File: src/rtl/rcs_pkg.sv
package rcs_pkg;
  localparam int FLAG_W  = 8;
  localparam int N_SRC   = 5;
  localparam int POR_BIT = 7;
  // source index: 0 pin, 1 watchdog, 2 illegal opcode, 3 illegal address, 4 low voltage
  localparam int SRC_BIT [N_SRC] = '{6, 5, 4, 3, 1};
  localparam logic [FLAG_W-1:0] POR_VALUE = 8'h80;
  typedef logic [FLAG_W-1:0] flags_t;
endpackage

File: src/rtl/rcs_src_qual.sv
module rcs_src_qual
  import rcs_pkg::*;
(
  input  logic             pin_i,
  input  logic             wdog_i,
  input  logic             badop_i,
  input  logic             badaddr_i,
  input  logic             fetch_i,
  input  logic             lowv_i,
  output logic [N_SRC-1:0] set_o
);
  always_comb begin
    set_o[0] = pin_i;
    set_o[1] = wdog_i;
    set_o[2] = badop_i;
    set_o[3] = badaddr_i & fetch_i;  // only opcode fetches count
    set_o[4] = lowv_i;
  end
endmodule

File: src/rtl/rcs_flag_store.sv
module rcs_flag_store
  import rcs_pkg::*;
(
  input  logic             clk_i,
  input  logic             por_i,
  input  logic             clr_i,
  input  logic [N_SRC-1:0] set_i,
  output flags_t           flags_o
);
  logic             por_q;
  logic [N_SRC-1:0] src_q;

  always_ff @(posedge clk_i) begin
    if (por_i)      por_q <= 1'b1;
    else if (clr_i) por_q <= 1'b0;
  end

  for (genvar i = 0; i < N_SRC; i++) begin : g_src
    always_ff @(posedge clk_i) begin
      if (por_i)         src_q[i] <= 1'b0;
      else if (set_i[i]) src_q[i] <= 1'b1;  // set beats clear
      else if (clr_i)    src_q[i] <= 1'b0;
    end
  end

  always_comb begin
    flags_o          = '0;
    flags_o[POR_BIT] = por_q;
    for (int i = 0; i < N_SRC; i++) flags_o[SRC_BIT[i]] = src_q[i];
  end
endmodule

File: src/rtl/rcs_bus_port.sv
module rcs_bus_port
  import rcs_pkg::*;
#(
  parameter int                ADDR_W   = 16,
  parameter logic [ADDR_W-1:0] REG_ADDR = 16'h0F40
) (
  input  logic              clk_i,
  input  logic              por_i,
  input  logic              bus_en_i,
  input  logic              bus_we_i,
  input  logic [ADDR_W-1:0] bus_addr_i,
  input  flags_t            flags_i,
  output logic              hit_o,
  output flags_t            rd_data_o
);
  assign hit_o = bus_en_i && !bus_we_i && (bus_addr_i == REG_ADDR);

  always_ff @(posedge clk_i) begin
    if (por_i)      rd_data_o <= '0;
    else if (hit_o) rd_data_o <= flags_i;
    else            rd_data_o <= '0;
  end
endmodule

File: src/rtl/reset_cause_reg.sv
module reset_cause_reg
  import rcs_pkg::*;
#(
  parameter int                ADDR_W   = 16,
  parameter logic [ADDR_W-1:0] REG_ADDR = 16'h0F40
) (
  input  logic              clk_i,
  input  logic              por_i,
  input  logic              pin_rst_i,
  input  logic              wdog_rst_i,
  input  logic              badop_rst_i,
  input  logic              badaddr_rst_i,
  input  logic              fetch_i,
  input  logic              lowv_rst_i,
  input  logic              bus_en_i,
  input  logic              bus_we_i,
  input  logic [ADDR_W-1:0] bus_addr_i,
  output logic [7:0]        rd_data_o
);
  logic [N_SRC-1:0] set_w;
  logic             hit_w;
  flags_t           flags_w;

  rcs_src_qual u_qual (
    .pin_i     (pin_rst_i),
    .wdog_i    (wdog_rst_i),
    .badop_i   (badop_rst_i),
    .badaddr_i (badaddr_rst_i),
    .fetch_i   (fetch_i),
    .lowv_i    (lowv_rst_i),
    .set_o     (set_w)
  );

  rcs_flag_store u_store (
    .clk_i   (clk_i),
    .por_i   (por_i),
    .clr_i   (hit_w),
    .set_i   (set_w),
    .flags_o (flags_w)
  );

  rcs_bus_port #(.ADDR_W(ADDR_W), .REG_ADDR(REG_ADDR)) u_port (
    .clk_i      (clk_i),
    .por_i      (por_i),
    .bus_en_i   (bus_en_i),
    .bus_we_i   (bus_we_i),
    .bus_addr_i (bus_addr_i),
    .flags_i    (flags_w),
    .hit_o      (hit_w),
    .rd_data_o  (rd_data_o)
  );
endmodule

File: config.mk
export PLATFORM = sky130hd
export DESIGN_NAME = reset_cause_reg
export DESIGN_NICKNAME = d
export VERILOG_FILES = /design/src/rtl/rcs_pkg.sv /design/src/rtl/rcs_src_qual.sv /design/src/rtl/rcs_flag_store.sv /design/src/rtl/rcs_bus_port.sv /design/src/rtl/reset_cause_reg.sv
export SDC_FILE = /design/constraint.sdc
export NUM_CORES = 1
export LEC_CHECK = 0
export ABC_AREA = 1
export BUFFER_PORTS_ARGS = -buffer_cell sky130_fd_sc_hd__buf_2
export CORE_AREA = 3 3 45 47
export DETAILED_ROUTE_END_ITERATION = 12
export DIE_AREA = 0 0 48 50
export PLACE_DENSITY = 0.61
export SYNTH_ARGS = -nofsm -noshare
export SYNTH_HDL_FRONTEND = slang
export SYNTH_SLANG_ARGS = --single-unit
File: constraint.sdc
create_clock -name clk_i -period 0.9 [get_ports clk_i]
set_input_delay 0.09 -clock clk_i [delete_from_list [all_inputs] [get_ports clk_i]]
set_output_delay 0.09 -clock clk_i [all_outputs]
set_load 0.02 [all_outputs]
# --- After elaboration in Yosys (flattened, before gate mapping) ---
# Index checks and enable logic that the tools add are counted.
op_classes:
  n_reduce_logical: 9
  bitwise_logic: 2
  muxes: 6
  eq_ne: 1
op_table:
  columns: ["operator", "count"]
  rows:
  - ["$eq 16x12->1 const B", 1]
  - ["$reduce_bool 2->1", 5]
  - ["$mux 1", 6]
  - ["$logic_and 1x1->1", 2]
  - ["$reduce_or 2->1", 1]
  - ["$and 1x1->1", 1]
  - ["$logic_not 1->1", 1]
  - ["$not 1->1", 1]
word_totals:
  in_bits: 26
  register_bits: 14
  elab_cells: 26
  out_inout_bits: 8

# --- Depth between registers and ports, before layout ---
depth:
  depth_word: 5
  depth_mapped: 7

# --- Hierarchy ---
# Synthesis repeated with hierarchy kept, for this count alone.
unflattened:
  hier_cells: 79
  area_unflattened_um2: 624.3
modules_own_cells:
  columns: ["mod", "cells_each", "area_each_um2", "seq_area_each_um2", "n_inst"]
  rows:
  - ["rcs_bus_port", 46, 365.4, 160.2, 1]
  - ["rcs_flag_store", 27, 221.5, 120.1, 1]
  - ["rcs_src_qual", 6, 37.5, 0.0, 1]

# --- Worst setup path after synthesis ---
# No wires, ideal clock.
synth_timing:
  kind: "input to register"
  start: "input port bus_addr_i[3]"
  end: "register u_store.por_q"
  required_ps: 785
  stages: 4
  t_arrival_ps: 708
  path_buffers: 0
  setup_slack_ps: 78
  setup_ps: 115
  path_cell_list: "or2_4 -> nor2_4 -> nand4_4 -> o21a_1"
synth_via:
  elab_chain_len: 2
synth_lines:
  columns: ["element", "line_no", "rtl"]
  rows:
  - ["start: declaration", "reset_cause_reg.sv:17", "input logic [ADDR_W-1:0] bus_addr_i,"]
  - ["$eq 16x12->1", "rcs_bus_port.sv:16", "assign hit_o = bus_en_i && !bus_we_i && (bus_addr_i == REG_ADDR);"]
  - ["$logic_and 1x1->1", "rcs_bus_port.sv:16", null]
  - ["end signal: assignment", "rcs_flag_store.sv:14", "if (por_i) por_q <= 1'b1;"]
  - ["end signal: assignment", "rcs_flag_store.sv:15", "else if (clr_i) por_q <= 1'b0;"]
  - ["end: declaration", "rcs_flag_store.sv:10", "logic por_q;"]
# Every way passes these cells.
# A chain may end at the register's enable or synchronous reset.

# --- Worst setup path after layout ---
layout_timing:
  start: "register u_port.rd_data_o[4]"
  end: "output port rd_data_o[4]"
layout_lines:
  columns: ["element", "line_no", "rtl"]
  rows:
  - ["start: declaration", "rcs_bus_port.sv:14", "output flags_t rd_data_o"]
  - ["start signal: assignment", "rcs_bus_port.sv:20", "else if (hit_o) rd_data_o <= flags_i;"]
  - ["end: declaration", "reset_cause_reg.sv:18", "output logic [7:0] rd_data_o"]
# No word-level cell between the ends.

==> out/metrics.cfg <==
[status]
outcome=completed

[run]
maxCapViolations=0

[global_routing]
grt_util_all_layers=0.0992
gr-total-overflow=0
antenna_found_initial=0
grt_first_pass_wirelength_mm=1.66
grt_pass1_vias=438
grt_max_degree=8

[die]
die_area_um2=2400
coreArea_um2=1690
die_h_um=50
die_w_um=48
num_rows=15
ios=34
initial_utilization=0.296

[route]
first_iter_violations=2
drt-total-wl_mm=1.02
num_vias=467
wl_per_cell_um=8.81
routed_via_density=4.03
ant_nets=0
dr.pass1.iters=2
drc=0

[layout]
syn_to_final_growth_pct=39.0
fin_cells=116
diodes=0
layout-drive-gt1-share=0.424
design_area_um2=696
nNetsFinal=127
fillers=184

[power_and_ir_drop]
powerDensity_nw_per_um2=1410
vdd_drop_max_v=0.000374
power_frac_clock=0.315
power.internal_mw=0.764
power_frac_comb=0.120
leakage_nw=0.405
p_total_mw=0.982
p_seq_frac=0.565
p_switching_mw=0.219
swShare=0.223

[placed_design]
dpl_cell_area_um2=673
dp_cells=113
dp_hpwl_um=838
routabilityCongestion=0.731
io_buffer_count=31

[synthesis]
synthCells=65
ys_top_cells_by_area=dfxtp_1 (48%), inv_1 (11%), nand2_1 (9.7%)
yosys.area.top_type=dfxtp_1
synth_seq_cells=12
ys.warnings.count=0
ys_types=13
yosysMostFrequentCell=inv_1
synth_common_cells=inv_1 (15), nand2_1 (13), dfxtp_1 (12), nor2_1 (9), a21oi_1 (5)
synth_edf_count=0
synthesis.area_um2=500
synthArstFlopShare=0
ys_seq_area_frac=0.480
syn_area_per_cell_um2=7.70
ys.flop_type=dfxtp_1
yosysTopAreaCellShare=0.480

[worst_setup_path]
cp_top_family=flip-flops
cp_slowest_cell=dfxtp_1
r2r-end=u_store.flags_o[3]$_SDFFE_PP0P_
r2r_cells=2
endpoint_kind=output port
cp_max_fo=1
path_cells=buf_2
r2r-start=u_store.flags_o[3]$_SDFFE_PP0P_
max_stage_delay_ns=0.31
cp-start-kind=flop
r2r_slack_ns=0.27
path_buf_inv=1
setup.worst_path.class=reg -> out
critPathRequiredTime_ns=0.81
cp.arrival_ns=0.73

[clocking]
clock_sinks=12
clockRootBuffer=clkbuf_4
cts_tree=yes
insertion_delay_ns=0.26
post_cts_buffers=0
path_clk_slew_ns=0.07
post_cts_resized=0
cts_hold_buf=0
cts_buffer_depth=2
numCtsBuffers=3
htree_levels=1

[min_path]
min_to=u_store.flags_o[5]$_SDFFE_PP0P_
holdPathStages=3
min_path_type=in -> reg
hold_path.startpoint=wdog_rst_i

[sta]
finalMaxSlewViolations=0
max_freq_mhz=1230
holdWs_ns=0.0622
rsz0062_at_grt=no
hold_violations=0
min_period_over_period=0.906
period_minus_slack_ns=0.815
setup-violations-final=0
finClkSkew_ns=0.00610

[logic make-up after synthesis]
kind of cell           share of synthesized area
AO/OA/AOI/OAI                             0.0650
buffers and inverters                      0.142
flip-flops                                 0.480
other                                    0.00749
AND/OR/NAND/NOR                            0.305
[metrics by stage]
| stage | utilization | setup TNS (ns) | worst slack (ns) |
|---|---|---|---|
| after CTS | 0.412 | 0 | 0.0665 |
| after global routing | 0.412 | 0 | 0.0326 |
| after floorplan | - | 0 | 0.0779 |
| after detailed placement | 0.399 | -0.607 | -0.0958 |
| final | 0.412 | 0 | 0.0849 |
| after global placement | 0.399 | -0.342 | -0.0816 |
[final cells by class]
class,instances,area (um^2),area share
Clock buffer,3,22.5,0.0324
Inverter,15,56.3,0.0809
Multi-Input combinational cell,37,193,0.277
Sequential cell,12,240,0.345
Tap cell,17,21.3,0.0306
Timing Repair Buffer,32,163,0.234
[cell usage in the layout, fill, tap and decap left out]
cell type,synthesis,final
nor2_2,3,3
nor2_1,9,9
buf_2,0,31
nand3_2,1,1
buf_4,2,1
conb_1,1,2
clkbuf_4,0,3
dfxtp_1,12,12
nand4_4,1,1
o21a_1,1,1
inv_1,15,15
a21oi_1,5,5
nand2_1,13,13
or2_4,1,1
nor2_4,1,1
[worst reg2reg max path, cell delays in order (launching register included)]
cell and delay [ns]:
dfxtp_1 0.35, nand2_1 0.06, a21oi_1 0.15
[worst max path at each step]
stage / endpoint / cells after the start / from / slack (ns)
floorplan: u_store.por_q$_SDFFE_PP1P_ / 4 / bus_addr_i[3] / 0.08
global placement: u_store.por_q$_SDFFE_PP1P_ / 5 / bus_addr_i[3] / -0.08
detailed placement: u_store.por_q$_SDFFE_PP1P_ / 5 / bus_addr_i[3] / -0.1
CTS: rd_data_o[4] / 1 / u_port.rd_data_o[4]$_SDFF_PP0_ / 0.07
global route: rd_data_o[5] / 1 / u_port.rd_data_o[5]$_SDFF_PP0_ / 0.03
finish: rd_data_o[4] / 1 / u_port.rd_data_o[4]$_SDFF_PP0_ / 0.08
[per-layer routing]
layer,vias up,track usage,routed length (um)
met5,-,0,0
met4,0,0.0807,8
met3,2,0.0109,60
met2,19,0.165,579
met1,193,0.103,373
li1,253,-,-
[registers in the layout (all words and copies together), names as in the netlist]
name and cells:
u_port.rd_data_o 6, u_store.flags_o 5, u_store.por_q 1
[power by group through the flow]
stage / registers [mW] / logic, mW / clock network [mW]
4_1_cts: 0.555 / 0.119 / 0.327
3_5_place_dp: 0.567 / 0.118 / 0
2_1_floorplan: 0.565 / 0.0608 / 0
5_1_grt: 0.556 / 0.137 / 0.349
3_3_place_gp: 0.566 / 0.116 / 0
6_report: 0.555 / 0.118 / 0.309
(Power assumes the default switching activity.)
